**config.mk**
```make
export PLATFORM = sky130hd
export DESIGN_NAME = bsu_top
export DESIGN_NICKNAME = d
export VERILOG_FILES = /design/src/rtl/bsu_pkg.sv /design/src/rtl/bsu_mirror.sv /design/src/rtl/bsu_funnel.sv /design/src/rtl/bsu_top.sv
export SDC_FILE = /design/constraint.sdc
export NUM_CORES = 1
export LEC_CHECK = 0
export BUFFER_PORTS_ARGS = -buffer_cell sky130_fd_sc_hd__buf_4
export CORE_UTILIZATION = 53
export DETAILED_ROUTE_END_ITERATION = 6
export PLACE_DENSITY = 0.82
export SLEW_MARGIN = 20
export SYNTH_ARGS = -nofsm -noshare
export SYNTH_HDL_FRONTEND = slang
export SYNTH_SLANG_ARGS = --single-unit
```
**constraint.sdc**
```tcl
create_clock -name clk -period 1.9 [get_ports clk]
set_input_delay 0 -clock clk [delete_from_list [all_inputs] [get_ports clk]]
set_output_delay 0 -clock clk [all_outputs]
set_load 0.005 [all_outputs]
```
**src/rtl/bsu_pkg.sv**
```systemverilog
package bsu_pkg;

    localparam int XLEN     = 64;
    localparam int BYTE_W   = 8;
    localparam int NBYTE    = XLEN / BYTE_W;
    localparam int HALF_W   = XLEN / 2;
    localparam int HBYTE    = NBYTE / 2;
    localparam int BPOS_W   = $clog2(NBYTE);
    localparam int HBPOS_W  = $clog2(HBYTE);
    localparam int OP_W     = 3;

    typedef enum logic [OP_W-1:0] {
        OP_MIRROR_W = 3'd0,
        OP_MIRROR_D = 3'd1,
        OP_JOIN_W   = 3'd2,
        OP_JOIN_D   = 3'd3
    } op_e;

    typedef struct packed {
        logic            vld;
        logic            ill;
        logic [XLEN-1:0] data;
    } rsp_t;

    function automatic logic op_legal(input logic [OP_W-1:0] op);
        return (op == OP_MIRROR_W) || (op == OP_MIRROR_D) ||
               (op == OP_JOIN_W)   || (op == OP_JOIN_D);
    endfunction

    function automatic logic [XLEN-1:0] sext_half(input logic [HALF_W-1:0] v);
        return {{(XLEN-HALF_W){v[HALF_W-1]}}, v};
    endfunction

endpackage

```
**src/rtl/bsu_mirror.sv**
```systemverilog
module bsu_mirror #(
    parameter int NB = 8,
    parameter int BW = 8
) (
    input  logic [NB*BW-1:0] din,
    output logic [NB*BW-1:0] dout
);
    for (genvar g = 0; g < NB; g++) begin : g_lane
        for (genvar k = 0; k < BW; k++) begin : g_bit
            assign dout[g*BW + k] = din[g*BW + (BW-1-k)];
        end
    end
endmodule

```
**src/rtl/bsu_funnel.sv**
```systemverilog
module bsu_funnel #(
    parameter int W   = 64,
    parameter int BPW = 3
) (
    input  logic [W-1:0]   hi,
    input  logic [W-1:0]   lo,
    input  logic [BPW-1:0] bp,
    output logic [W-1:0]   dout
);
    localparam int SHW = BPW + 3;

    logic [2*W-1:0] joined;
    logic [2*W-1:0] shifted;
    logic [SHW-1:0] amt;

    assign amt     = {bp, 3'b000};
    assign joined  = {hi, lo};
    assign shifted = joined << amt;
    assign dout    = shifted[2*W-1:W];
endmodule

```
**src/rtl/bsu_top.sv**
```systemverilog
module bsu_top
    import bsu_pkg::*;
(
    input  logic                clk,
    input  logic                rst,
    input  logic                in_vld,
    input  logic [OP_W-1:0]     in_op,
    input  logic [BPOS_W-1:0]   in_bpos,
    input  logic [XLEN-1:0]     in_rs,
    input  logic [XLEN-1:0]     in_rt,
    output logic                out_vld,
    output logic                out_ill,
    output logic [XLEN-1:0]     out_data
);
    logic [XLEN-1:0]   mirror_d;
    logic [HALF_W-1:0] join_w;
    logic [XLEN-1:0]   join_d;
    logic [XLEN-1:0]   result;
    logic              legal;
    rsp_t              rsp_q;

    bsu_mirror #(.NB(NBYTE), .BW(BYTE_W)) u_mirror (
        .din  (in_rt),
        .dout (mirror_d)
    );

    bsu_funnel #(.W(HALF_W), .BPW(HBPOS_W)) u_join_w (
        .hi   (in_rt[HALF_W-1:0]),
        .lo   (in_rs[HALF_W-1:0]),
        .bp   (in_bpos[HBPOS_W-1:0]),
        .dout (join_w)
    );

    bsu_funnel #(.W(XLEN), .BPW(BPOS_W)) u_join_d (
        .hi   (in_rt),
        .lo   (in_rs),
        .bp   (in_bpos),
        .dout (join_d)
    );

    assign legal = op_legal(in_op);

    always_comb begin
        case (in_op)
            OP_MIRROR_W: result = sext_half(mirror_d[HALF_W-1:0]);
            OP_MIRROR_D: result = mirror_d;
            OP_JOIN_W:   result = sext_half(join_w);
            OP_JOIN_D:   result = join_d;
            default:     result = '0;
        endcase
    end

    always_ff @(posedge clk) begin
        if (rst) begin
            rsp_q <= '0;
        end else begin
            rsp_q.vld <= in_vld && legal;
            rsp_q.ill <= in_vld && !legal;
            if (in_vld && legal) begin
                rsp_q.data <= result;
            end
        end
    end

    assign out_vld  = rsp_q.vld;
    assign out_ill  = rsp_q.ill;
    assign out_data = rsp_q.data;
endmodule

```
==> metrics.md, run 1 <==
| Metric | Value |
|---|---|
| Routed wire length on met2 | `10300 um` |
| Number of hold buffers added after cts | `2` |
| Fraction of power consumed by combinational cells | `0.364` |
| Startpoint-to-endpoint class of the critical path | `in -> reg` |
| Part of the power in the clock network | `0.327` |
| Routability Congestion | `0.9523` |
| Data arrival at the endpoint of the critical path | `1.82 ns` |
| Initial core utilization | `0.5445` |
| Setup bufs post-CTS | `0` |
| Ys async rst share | `0` |
| Via count normalized by instance count | `6.665` |
| First-pass DRT Iterations | `5` |
| Master of the slowest instance on the critical path | `sky130_fd_sc_hd__dlygate4sd3_1` |
| Top layer used by detailed routing | `met4` |
| Nets@finish | `994` |
| Critical Path Source Type | `input pin` |
| TritonCTS clock tree | `yes` |
| Flip-flop cell with the highest count after synthesis | `sky130_fd_sc_hd__dfxtp_1` |
| Pin slew with the least headroom to its limit | `0.8431 ns` |
| EDFF count, synth | `0` |
| CTS root buf | `sky130_fd_sc_hd__clkbuf_16` |
| Switching power total | `1.649 mW` |
| Maximum clock frequency | `618.6 MHz` |
| Crit path time final | `1.617 ns` |
| Dominant cell type by count on the critical path | `sky130_fd_sc_hd__buf_4` |
| IR Drop Worst-Case VDD | `0.0003969 V` |
| Kind of capture point of the worst setup path | `flop` |
| Detailed router's first-iteration violation count | `725` |
| Number of clock sinks seen by CTS | `66` |
| Total core area | `12060 um^2` |
| Crit path buffers/inverters | `3` |
| WHS | `0.03787 ns` |
| Power share of the sequential group | `0.309` |
| Clock skew | `0 ns` |
| Die outline height | `113.3 um` |
| Final Max Slew Viols | `0` |
| Post-synthesis area per instance | `9.616 um^2` |
| Area added between synthesis and finish | `31.51%` |
| Cell area power density | `575.0 nW/um^2` |
| Via count of the first global-routing pass | `6532` |
| Post-synthesis register bit count | `66` |
| Initial antenna violation count | `0` |
| Biggest cell delay along the critical path | `0.53 ns` |
| Sequential share of the synthesized area | `0.2012` |
| DRT antenna net count | `0` |
| Met1 routed wirelength after detailed routing | `9612 um` |
| Max cap viols | `0` |
| DRC errors left | `0` |
| DIE WIDTH | `113.3 um` |
| Final setup violation count | `0` |
| Syn_nets | `820` |
| Site row count | `40` |
| Setup repair after global routing missed its margin | `false` |
| Internal Pwr Total | `3.317 mW` |
| Top delay family on crit path | `buffers and inverters` |
| Crit-path cells | `dlygate4sd3_1, buf_4, nor2b_4, buf_4, o21ai_0, a221oi_1, nor3_1` |
| Static Leak | `3.746 nW` |
| Pin count of the biggest net entering global routing | `67` |
| Area of the mapped netlist | `6568 um^2` |
| Net switching fraction of the power | `0.3320` |
| Synthesis warning total | `0` |
| Global-route wire length before repair | `36130 um` |
| Number of buffers inserted by port buffering | `194` |
| Later-pin clock latency in the skew report | `0.34 ns` |
| Routed wire length | `23170 um` |
| Number of buffers between clock root and the deepest sink | `2` |
| CTS-repair resized insts | `0` |
| N_diodes | `0` |
| Final Hold Violating Endpoints | `0` |
| Period utilization | `0.8509` |
| Total via count after detailed routing | `6865` |
| Clock edge transition at the registers on the reported setup and hold paths | `0.06 ns` |
| Critical path data required time | `2.10 ns` |
| Placed wire-length estimate after detailed placement | `17470 um` |
| Unique masters post-synth | `27` |
| Met3 WL post-DR | `2457 um` |
| Post-Synthesis Cells | `683` |
| Overall Global Routing Usage | `0.3630` |
| Classification of the worst-slack hold path | `in -> reg` |
| Overflow left after global routing | `0` |
| Status | `finished, final reports clean` |
| Fin Setup TNS | `0 ns` |
| CP max FO | `37` |
| Routed wire per std cell | `22.49 um` |
| Number of H-tree levels | `3` |
| Fraction of layout instances using a drive strength above 1 | `0.4223` |
| Count of boundary I/O pins | `203` |
| Number of clock buffers inserted by TritonCTS | `9` |
| Full die area | `12840 um^2` |
| Tightest slew margin relative to the limit | `0.4368` |
-- cell families (layout without fill, tap and decap cells) --
logic type             count (synthesis)  after routing  share of synthesized area
multiplexers                         209            209                     0.4092
AO/OA/AOI/OAI                        185            185                     0.2315
buffers and inverters                110            289                    0.08268
flip-flops                            66             66                     0.2012
AND/OR/NAND/NOR                      113            113                    0.07544
-- layout make-up --
class | count | area [um^2]
multi-input cells | 507 | 4732
fillers | 900 | 3425
repair buffers | 241 | 1964
flip-flops and latches | 66 | 1321
clock buffers | 10 | 239.0
well taps | 168 | 210.2
inverters | 32 | 120.1
clock inverters | 6 | 50.05
-- cells in the mapped netlist, types with 2 or more instances --
cell type,n,share of area
sky130_fd_sc_hd__mux2i_1,129,0.20
sky130_fd_sc_hd__nor2_1,67,0.038
sky130_fd_sc_hd__dfxtp_1,66,0.20
sky130_fd_sc_hd__a22oi_1,60,0.069
sky130_fd_sc_hd__mux4_2,44,0.15
sky130_fd_sc_hd__clkbuf_1,39,0.022
sky130_fd_sc_hd__mux2_2,36,0.062
sky130_fd_sc_hd__nor3_1,33,0.025
sky130_fd_sc_hd__inv_1,32,0.018
sky130_fd_sc_hd__o21ai_0,32,0.024
sky130_fd_sc_hd__a32oi_1,28,0.037
sky130_fd_sc_hd__a211oi_1,22,0.025
sky130_fd_sc_hd__buf_2,19,0.014
sky130_fd_sc_hd__a221oi_1,18,0.024
sky130_fd_sc_hd__a221oi_2,14,0.032
sky130_fd_sc_hd__a211oi_2,10,0.019
sky130_fd_sc_hd__buf_4,9,0.010
sky130_fd_sc_hd__buf_6,8,0.014
sky130_fd_sc_hd__nor2b_1,6,0.0057
sky130_fd_sc_hd__and2_1,2,0.0019
sky130_fd_sc_hd__nand2_1,2,0.0011
sky130_fd_sc_hd__nor3b_1,2,0.0023
-- registers in the layout, summed over array words and instances, names as in the netlist --
| signal | cells |
|---|---|
| out_data | 64 |
| out_vld | 1 |
| out_ill | 1 |
-- layout by cell type, fill, tap and decap left out, types with 18 or more instances in the layout --
cell | netlist | final
sky130_fd_sc_hd__inv_1 | 32 | 32
sky130_fd_sc_hd__mux2_2 | 36 | 36
sky130_fd_sc_hd__nor3_1 | 33 | 32
sky130_fd_sc_hd__buf_4 | 9 | 227
sky130_fd_sc_hd__a32oi_1 | 28 | 28
sky130_fd_sc_hd__mux2i_1 | 129 | 129
sky130_fd_sc_hd__dfxtp_1 | 66 | 66
sky130_fd_sc_hd__a22oi_1 | 60 | 60
sky130_fd_sc_hd__a211oi_1 | 22 | 22
sky130_fd_sc_hd__a221oi_1 | 18 | 18
sky130_fd_sc_hd__mux4_2 | 44 | 44
sky130_fd_sc_hd__nor2_1 | 67 | 67
sky130_fd_sc_hd__o21ai_0 | 32 | 32
-- worst min-delay path, delay by kind of cell --
kind                   cells  cell delay (ns)
buffers and inverters      1             0.13
and+or+nand+nor            3             0.20
-- worst paths after layout --
| kind | end | slack [ns] | startpoint | cells past startpoint |
|---|---|---|---|---|
| max | out_data[17] | 0.28 | in_vld | 7 |
| min | out_data[24] | 0.04 | in_op[2] | 4 |
| max reg2reg | out_data[34] | 1.14 | out_data[34] | 2 |
| min reg2reg | out_data[7] | 0.49 | out_data[7] | 2 |
-- routing by layer --
metal	global-route usage	vias up
li1	-	3044
met5	0	-
met4	0.1500	0
met2	0.5513	449
met3	0.06427	53
met1	0.5091	3319
-- power by group through the flow --
stage	combinational (mW)	clock, mW	sequential (mW)
2_1_floorplan	1.02	0	1.56
3_3_place_gp	1.72	0	1.56
3_5_place_dp	1.76	0	1.56
4_1_cts	1.78	1.63	1.53
5_1_grt	1.92	1.69	1.54
6_report	1.81	1.62	1.53
-- through the flow --
step / utilization / std cells / power [mW] / worst slack (ns) / cell area (um^2)
after floorplan: - / 683 / 2.578 / 0.4147 / 6568
after global placement: 0.6905 / 1012 / 3.273 / 0.1023 / 8328
after detailed placement: 0.6905 / 1012 / 3.325 / 0.07871 / 8328
after CTS: 0.7161 / 1030 / 4.946 / 0.3042 / 8637
after global routing: 0.7161 / 1030 / 5.156 / 0.1725 / 8637
final: 0.7161 / 1030 / 4.967 / 0.2834 / 8637
Note: power is estimated with default switching activity, not from simulation.
==> run 2: changes to the inputs <==
- PLACE_DENSITY: 0.82 -> 0.86
==> run 2 against run 1 <==
Effect of this change: combinational power hardly changed; total power fell by 1.1%; clock skew did not move; clock power fell by 4%; clock-buffer cell count unchanged; sequential share of layout area stayed put; global-route usage about the same; flip-flop and latch count is the same; critical endpoint is now out_data[34].
==> metrics.md, run 2 (same netlist as run 1, synthesis figures left out) <==
| Metric | Value |
|---|---|
| Pin slew with the least headroom to its limit | `0.7908 ns (-0.05235 ns)` |
| Number of buffers between clock root and the deepest sink | `2 (unchanged)` |
| Biggest cell delay along the critical path | `0.54 ns (about the same)` |
| N_diodes | `0 (unchanged)` |
| Routed wire length | `23250 um (+0.36%)` |
| TritonCTS clock tree | `yes` |
| Via count of the first global-routing pass | `6651 (+1.8%)` |
| Most frequent standard cell in the layout excluding fill and tap cells | `sky130_fd_sc_hd__buf_4` |
| Total core area | `12060 um^2 (unchanged)` |
| IR Drop Worst-Case VDD | `0.0003683 V (-7.2%)` |
| Critical path data required time | `2.08 ns (-0.02 ns)` |
| CTS-repair resized insts | `0 (unchanged)` |
| Final worst slack | `0.2426 ns (-0.04073 ns)` |
| Number of fill cells | `938 (+4.2%)` |
| Startpoint-to-endpoint class of the critical path | `in -> reg` |
| Detailed router's first-iteration violation count | `644 (-11%)` |
| Placed cell areas | `8346 um^2 (+0.21%)` |
| Routed wire length on met2 | `10250 um (-0.48%)` |
| Number of H-tree levels | `3 (unchanged)` |
| WHS | `0.04671 ns (+0.008845 ns)` |
| Initial core utilization | `0.5445 (unchanged)` |
| Top layer used by detailed routing | `met4` |
| Commonest cells after routing, fill and taps aside | `sky130_fd_sc_hd__buf_4, sky130_fd_sc_hd__mux2i_1, sky130_fd_sc_hd__nor2_1` |
| Fin Setup TNS | `0 ns (unchanged)` |
| Number of clock sinks seen by CTS | `66 (unchanged)` |
| Endpoint of the worst-slack reg-to-reg timing path | `out_data[46]` |
| Site row count | `40 (unchanged)` |
| Full die area | `12840 um^2 (unchanged)` |
| Placed wire-length estimate after detailed placement | `17220 um (-1.4%)` |
| CP max FO | `67 (+81%)` |
| CTS root buf | `sky130_fd_sc_hd__clkbuf_16` |
| Share of the core filled with cells | `0.7161 (unchanged)` |
| First-pass DRT Iterations | `6 (+1)` |
| Kind of capture point of the worst setup path | `flop` |
| Die outline height | `113.3 um (unchanged)` |
| Static Leak | `3.756 nW (+0.26%)` |
| Routed wire per std cell | `22.49 um (about the same)` |
| Later-pin clock latency in the skew report | `0.34 ns (about the same)` |
| DIE WIDTH | `113.3 um (unchanged)` |
| Number of clock buffers inserted by TritonCTS | `9 (unchanged)` |
| Final setup violation count | `0 (unchanged)` |
| Classification of the worst-slack hold path | `in -> reg` |
| Pin count of the biggest net entering global routing | `68 (+1.5%)` |
| Maximum clock frequency | `603.4 MHz (-2.5%)` |
| Cell area power density | `568.7 nW/um^2 (-1.1%)` |
| Data arrival at the endpoint of the critical path | `1.84 ns (+0.02 ns)` |
| Final Hold Violating Endpoints | `0 (unchanged)` |
| Count of boundary I/O pins | `203 (unchanged)` |
| Tightest slew margin relative to the limit | `0.4728 (+0.03606)` |
| Initial antenna violation count | `1 (+1)` |
| Launch point of the worst reg-to-reg path | `out_data[46]` |
| Nets@finish | `998 (+0.40%)` |
| Period utilization | `0.8723 (+0.02144)` |
| Max reg flops | `64 (unchanged)` |
| Global-route wire length before repair | `36380 um (+0.69%)` |
| Area of all placed cells without fillers | `8637 um^2 (unchanged)` |
| Overflow left after global routing | `0 (unchanged)` |
| Worst Min Path Start | `in_rt[60]` |
| Area added between synthesis and finish | `31.51% (unchanged)` |
| Final Max Slew Viols | `0 (unchanged)` |
| End point of the most critical hold path | `out_data[59]` |
| Routability Congestion | `0.9680 (+1.6%)` |
| Master of the slowest instance on the critical path | `sky130_fd_sc_hd__dlygate4sd3_1` |
| R2R depth | `2 (unchanged)` |
| Met1 routed wirelength after detailed routing | `9815 um (+2.1%)` |
| Status | `finished, final reports clean` |
| Max cap viols | `0 (unchanged)` |
| Clock skew | `0 ns (unchanged)` |
| Worst slack after detailed placement | `0.05488 ns (-0.02383 ns)` |
| Number of buffers inserted by port buffering | `194 (unchanged)` |
| Setup repair after global routing missed its margin | `false` |
| Fraction of layout instances using a drive strength above 1 | `0.4238 (+0.001514)` |
| Dominant cell type by count on the critical path | `sky130_fd_sc_hd__buf_12` |
| Overall Global Routing Usage | `0.3628 (about the same)` |
| Met3 WL post-DR | `2273 um (-7.5%)` |
| DRT antenna net count | `0 (unchanged)` |
| DRC errors left | `0 (unchanged)` |
| Clock edge transition at the registers on the reported setup and hold paths | `0.06 ns (about the same)` |
| Critical Path Source Type | `input pin` |
| Crit path time final | `1.657 ns (+0.04073 ns)` |
| Crit-path cells | `dlygate4sd3_1, buf_4, nor2b_4, buf_12, o21ai_0, a31oi_2, buf_12, a211oi_1` |
| Via count normalized by instance count | `6.704 (+0.59%)` |
| Instance count along the most critical hold path | `3 (-1)` |
| Total via count after detailed routing | `6932 (+0.98%)` |
| Worst R2R Setup Slack | `1.17 ns (+0.03 ns)` |
## run 2: area by class of cell
class | instances | area (um^2) | area share
flip-flops and latches | 66 | 1321 | 0.1530
multi-input cells | 507 | 4732 | 0.5479
well taps | 168 | 210.2 | 0.02434
clock inverters | 6 | 42.54 | 0.004925
inverters | 32 | 120.1 | 0.01391
repair buffers | 245 | 1982 | 0.2295
clock buffers | 10 | 229.0 | 0.02651
## run 2: stage by stage
stage / power [mW] / std cells
2_1_floorplan: 2.578 / 683
3_3_place_gp: 3.271 / 1016
6_report: 4.912 / 1034
4_1_cts: 4.887 / 1034
3_5_place_dp: 3.329 / 1016
5_1_grt: 5.093 / 1034
## run 2: worst max-delay path by stage
stage                         to  depth (start not counted)       start
global route        out_data[36]                          8      in_vld
CTS                 out_data[36]                          8      in_vld
detailed placement  out_data[10]                          6  in_bpos[1]
floorplan           out_data[10]                          5  in_bpos[1]
global placement    out_data[22]                          6  in_bpos[1]
finish              out_data[34]                          8      in_vld
## run 2: what timing repair did
item,CTS,global route
setup buffers,0,0
hold buffers,2,0
endpoints found under the hold margin,1,0
## run 2: power by group
group	switching, mW	total [mW]	internal, mW	leakage (nW)
clock	0.679	1.56	0.885	0.129
combinational	0.905	1.81	0.910	3.08
sequential	0.0537	1.53	1.48	0.544
## run 2: metal layers
metal  global-route usage  vias up
met4               0.1535        0
li1                     -     3056
met2               0.5550      455
met1               0.5126     3358
met5                    0        -
met3              0.05035       63
## run 2: worst max-delay path: cells and delay by family
kind / cells / cell delay, ns
AOI/OAI and AO/OA: 3 / 0.52
buffers and inverters: 4 / 1.14
and+or+nand+nor: 1 / 0.15
==> run 3: changes to the inputs <==
- CORE_UTILIZATION: 53 -> 45
- PLACE_DENSITY: 0.86 -> 0.76
==> run 3 against run 2 <==
Effect of this change: clock power rose by 7%; setup slack improved by 0.035 ns; first-iteration DRC count fell by 1.1%; non-clock buffer count fell by 14.
==> metrics.md, run 3 (same netlist as run 1, synthesis figures left out) <==
| Metric | Value |
|---|---|
| Data arrival at the endpoint of the critical path | `1.81 ns (-0.03 ns)` |
| Number of clock buffers inserted by TritonCTS | `9 (unchanged)` |
| Reg area | `1321 um^2 (unchanged)` |
| Area added between synthesis and finish | `30.23%` |
| DIE WIDTH | `122.8 um (+8.4%)` |
| Tightest slew margin relative to the limit | `0.4519 (-0.02095)` |
| Worst R2R Setup Slack | `1.15 ns (-0.02 ns)` |
| Final setup violation count | `0 (unchanged)` |
| Routed wire length | `22250 um (-4.3%)` |
| Setup bufs post-CTS | `0 (unchanged)` |
| Worst slack after detailed placement | `0.1559 ns (+0.1010 ns)` |
| Number of hold buffers added after cts | `2 (unchanged)` |
| Via count of the first global-routing pass | `5959 (-10%)` |
| CTS root buf | `sky130_fd_sc_hd__clkbuf_16` |
| IR Drop Worst-Case VDD | `0.0005721 V (+55%)` |
| Most frequent standard cell in the layout excluding fill and tap cells | `sky130_fd_sc_hd__buf_4` |
| Final Max Slew Viols | `0 (unchanged)` |
| Initial core utilization | `0.4677 (-0.07680)` |
| Fin Setup TNS | `0 ns (unchanged)` |
| Nets@finish | `984 (-1.4%)` |
| Commonest cells after routing, fill and taps aside | `sky130_fd_sc_hd__buf_4, sky130_fd_sc_hd__mux2i_1, sky130_fd_sc_hd__nor2_1` |
| Total core area | `14040 um^2 (+16%)` |
| Classification of the worst-slack hold path | `in -> reg` |
| Fraction of layout instances using a drive strength above 1 | `0.4125 (-0.01133)` |
| Clock edge transition at the registers on the reported setup and hold paths | `0.06 ns (about the same)` |
| Crit path time final | `1.622 ns (-0.03549 ns)` |
| Period utilization | `0.8536 (-0.01868)` |
| Routability Congestion | `0.9582 (-1.0%)` |
| Setup repair after global routing missed its margin | `false` |
| Kind of capture point of the worst setup path | `flop` |
| Overflow left after global routing | `0 (unchanged)` |
| CP max FO | `68 (+1.5%)` |
| Number of clock sinks seen by CTS | `66 (unchanged)` |
| Later-pin clock latency in the skew report | `0.34 ns (about the same)` |
| Pin count of the biggest net entering global routing | `69 (+1.5%)` |
| First-pass DRT Iterations | `5 (-1)` |
| Final Hold Violating Endpoints | `0 (unchanged)` |
| Global-route wire length before repair | `33810 um (-7.1%)` |
| Number of buffers inserted by port buffering | `194 (unchanged)` |
| Count of boundary I/O pins | `203 (unchanged)` |
| Die outline height | `122.8 um (+8.4%)` |
| Number of H-tree levels | `3 (unchanged)` |
| Static Leak | `3.701 nW (-1.5%)` |
| Number of fill cells | `1198 (+28%)` |
| Share of the core filled with cells | `0.6091 (-0.1070)` |
| Overall Global Routing Usage | `0.2958 (-0.06701)` |
| Pin slew with the least headroom to its limit | `0.8222 ns (+0.03143 ns)` |
| CTS-repair resized insts | `0 (unchanged)` |
| Initial antenna violation count | `0 (-1)` |
| Status | `finished, final reports clean` |
| Cell area power density | `579.5 nW/um^2 (+1.9%)` |
| Maximum clock frequency | `616.6 MHz (+2.2%)` |
| Max reg flops | `64 (unchanged)` |
| Multi-input gate area in the final layout | `4732 um^2 (unchanged)` |
| Number of buffers between clock root and the deepest sink | `2 (unchanged)` |
| Startpoint-to-endpoint class of the critical path | `in -> reg` |
| Max cap viols | `0 (unchanged)` |
| DRT antenna net count | `0 (unchanged)` |
| Via count normalized by instance count | `6.351 (-5.3%)` |
| Total via count after detailed routing | `6548 (-5.5%)` |
| N_diodes | `0 (unchanged)` |
| Detailed router's first-iteration violation count | `637 (-1.1%)` |
| Full die area | `15080 um^2 (+17%)` |
| DRC errors left | `0 (unchanged)` |
| Final worst slack | `0.2781 ns (+0.03549 ns)` |
| Site row count | `43 (+7.5%)` |
| Routed wire per std cell | `21.58 um (-4.0%)` |
| Placed wire-length estimate after detailed placement | `16390 um (-4.8%)` |
| TritonCTS clock tree | `yes` |
| Critical path data required time | `2.09 ns (about the same)` |
| Clock skew | `0 ns (unchanged)` |
| Critical Path Source Type | `input pin` |
[run 3: cell count changes in the layout (fill, tap and decap cells not counted), sizes merged]
cell,previous run,this run
clkbuf,10,12
clkinvlp,2,0
buf,243,229
inv,33,32
clkinv,3,2
bufinv,0,1
[run 3: worst paths after layout]
kind | end | startpoint | cells after the start
worst max-delay path | out_data[61] | in_vld | 8
worst min-delay path | out_data[57] | in_rt[62] | 3
worst max register to register | out_data[48] | out_data[48] | 2
worst min register to register | out_data[0] | out_data[0] | 2
[run 3: final cells by class]
class	instances	share of cell area
Clock buffer	12	0.02882
Clock inverter	3	0.004681
Inverter	32	0.01404
Multi-Input combinational cell	507	0.5532
Sequential cell	66	0.1545
Tap cell	180	0.02633
Timing Repair Buffer	231	0.2184
[run 3: per-layer routing]
| layer | part of all wire | up-vias | track usage | wire (um) |
|---|---|---|---|---|
| li1 | - | 3030 | - | - |
| met1 | 0.46 | 3102 | 0.4463 | 10230 |
| met2 | 0.41 | 384 | 0.3922 | 9049 |
| met3 | 0.11 | 32 | 0.08039 | 2351 |
| met4 | 0.028 | 0 | 0.1098 | 627 |
| met5 | 0 | - | 0 | 0 |
[run 3: where the power goes]
group	internal (mW)	switching, mW	total [mW]
clock network	1.04	0.635	1.67
registers	1.48	0.0576	1.54
logic	0.887	0.858	1.74
[run 3: through the flow]
step / total power, mW / cell area [um^2] / cells / hold slack [ns]
6_report: 4.957 / 8553 / 1031 / 0.04160
5_1_grt: 5.173 / 8553 / 1031 / 0.04819
4_1_cts: 4.969 / 8553 / 1031 / 0.02949
3_5_place_dp: 3.278 / 8247 / 1014 / 0.2376
3_3_place_gp: 3.253 / 8247 / 1014 / 0.2314
2_1_floorplan: 2.578 / 6568 / 683 / 0.1138
[run 3: critical path, stage by stage]
cell and delay (ns):
sky130_fd_sc_hd__dlygate4sd3_1 0.52, sky130_fd_sc_hd__buf_4 0.11, sky130_fd_sc_hd__nor2b_4 0.15, sky130_fd_sc_hd__buf_12 0.28, sky130_fd_sc_hd__o21ai_0 0.17, sky130_fd_sc_hd__a31oi_2 0.23
sky130_fd_sc_hd__buf_12 0.23, sky130_fd_sc_hd__a211oi_1 0.10
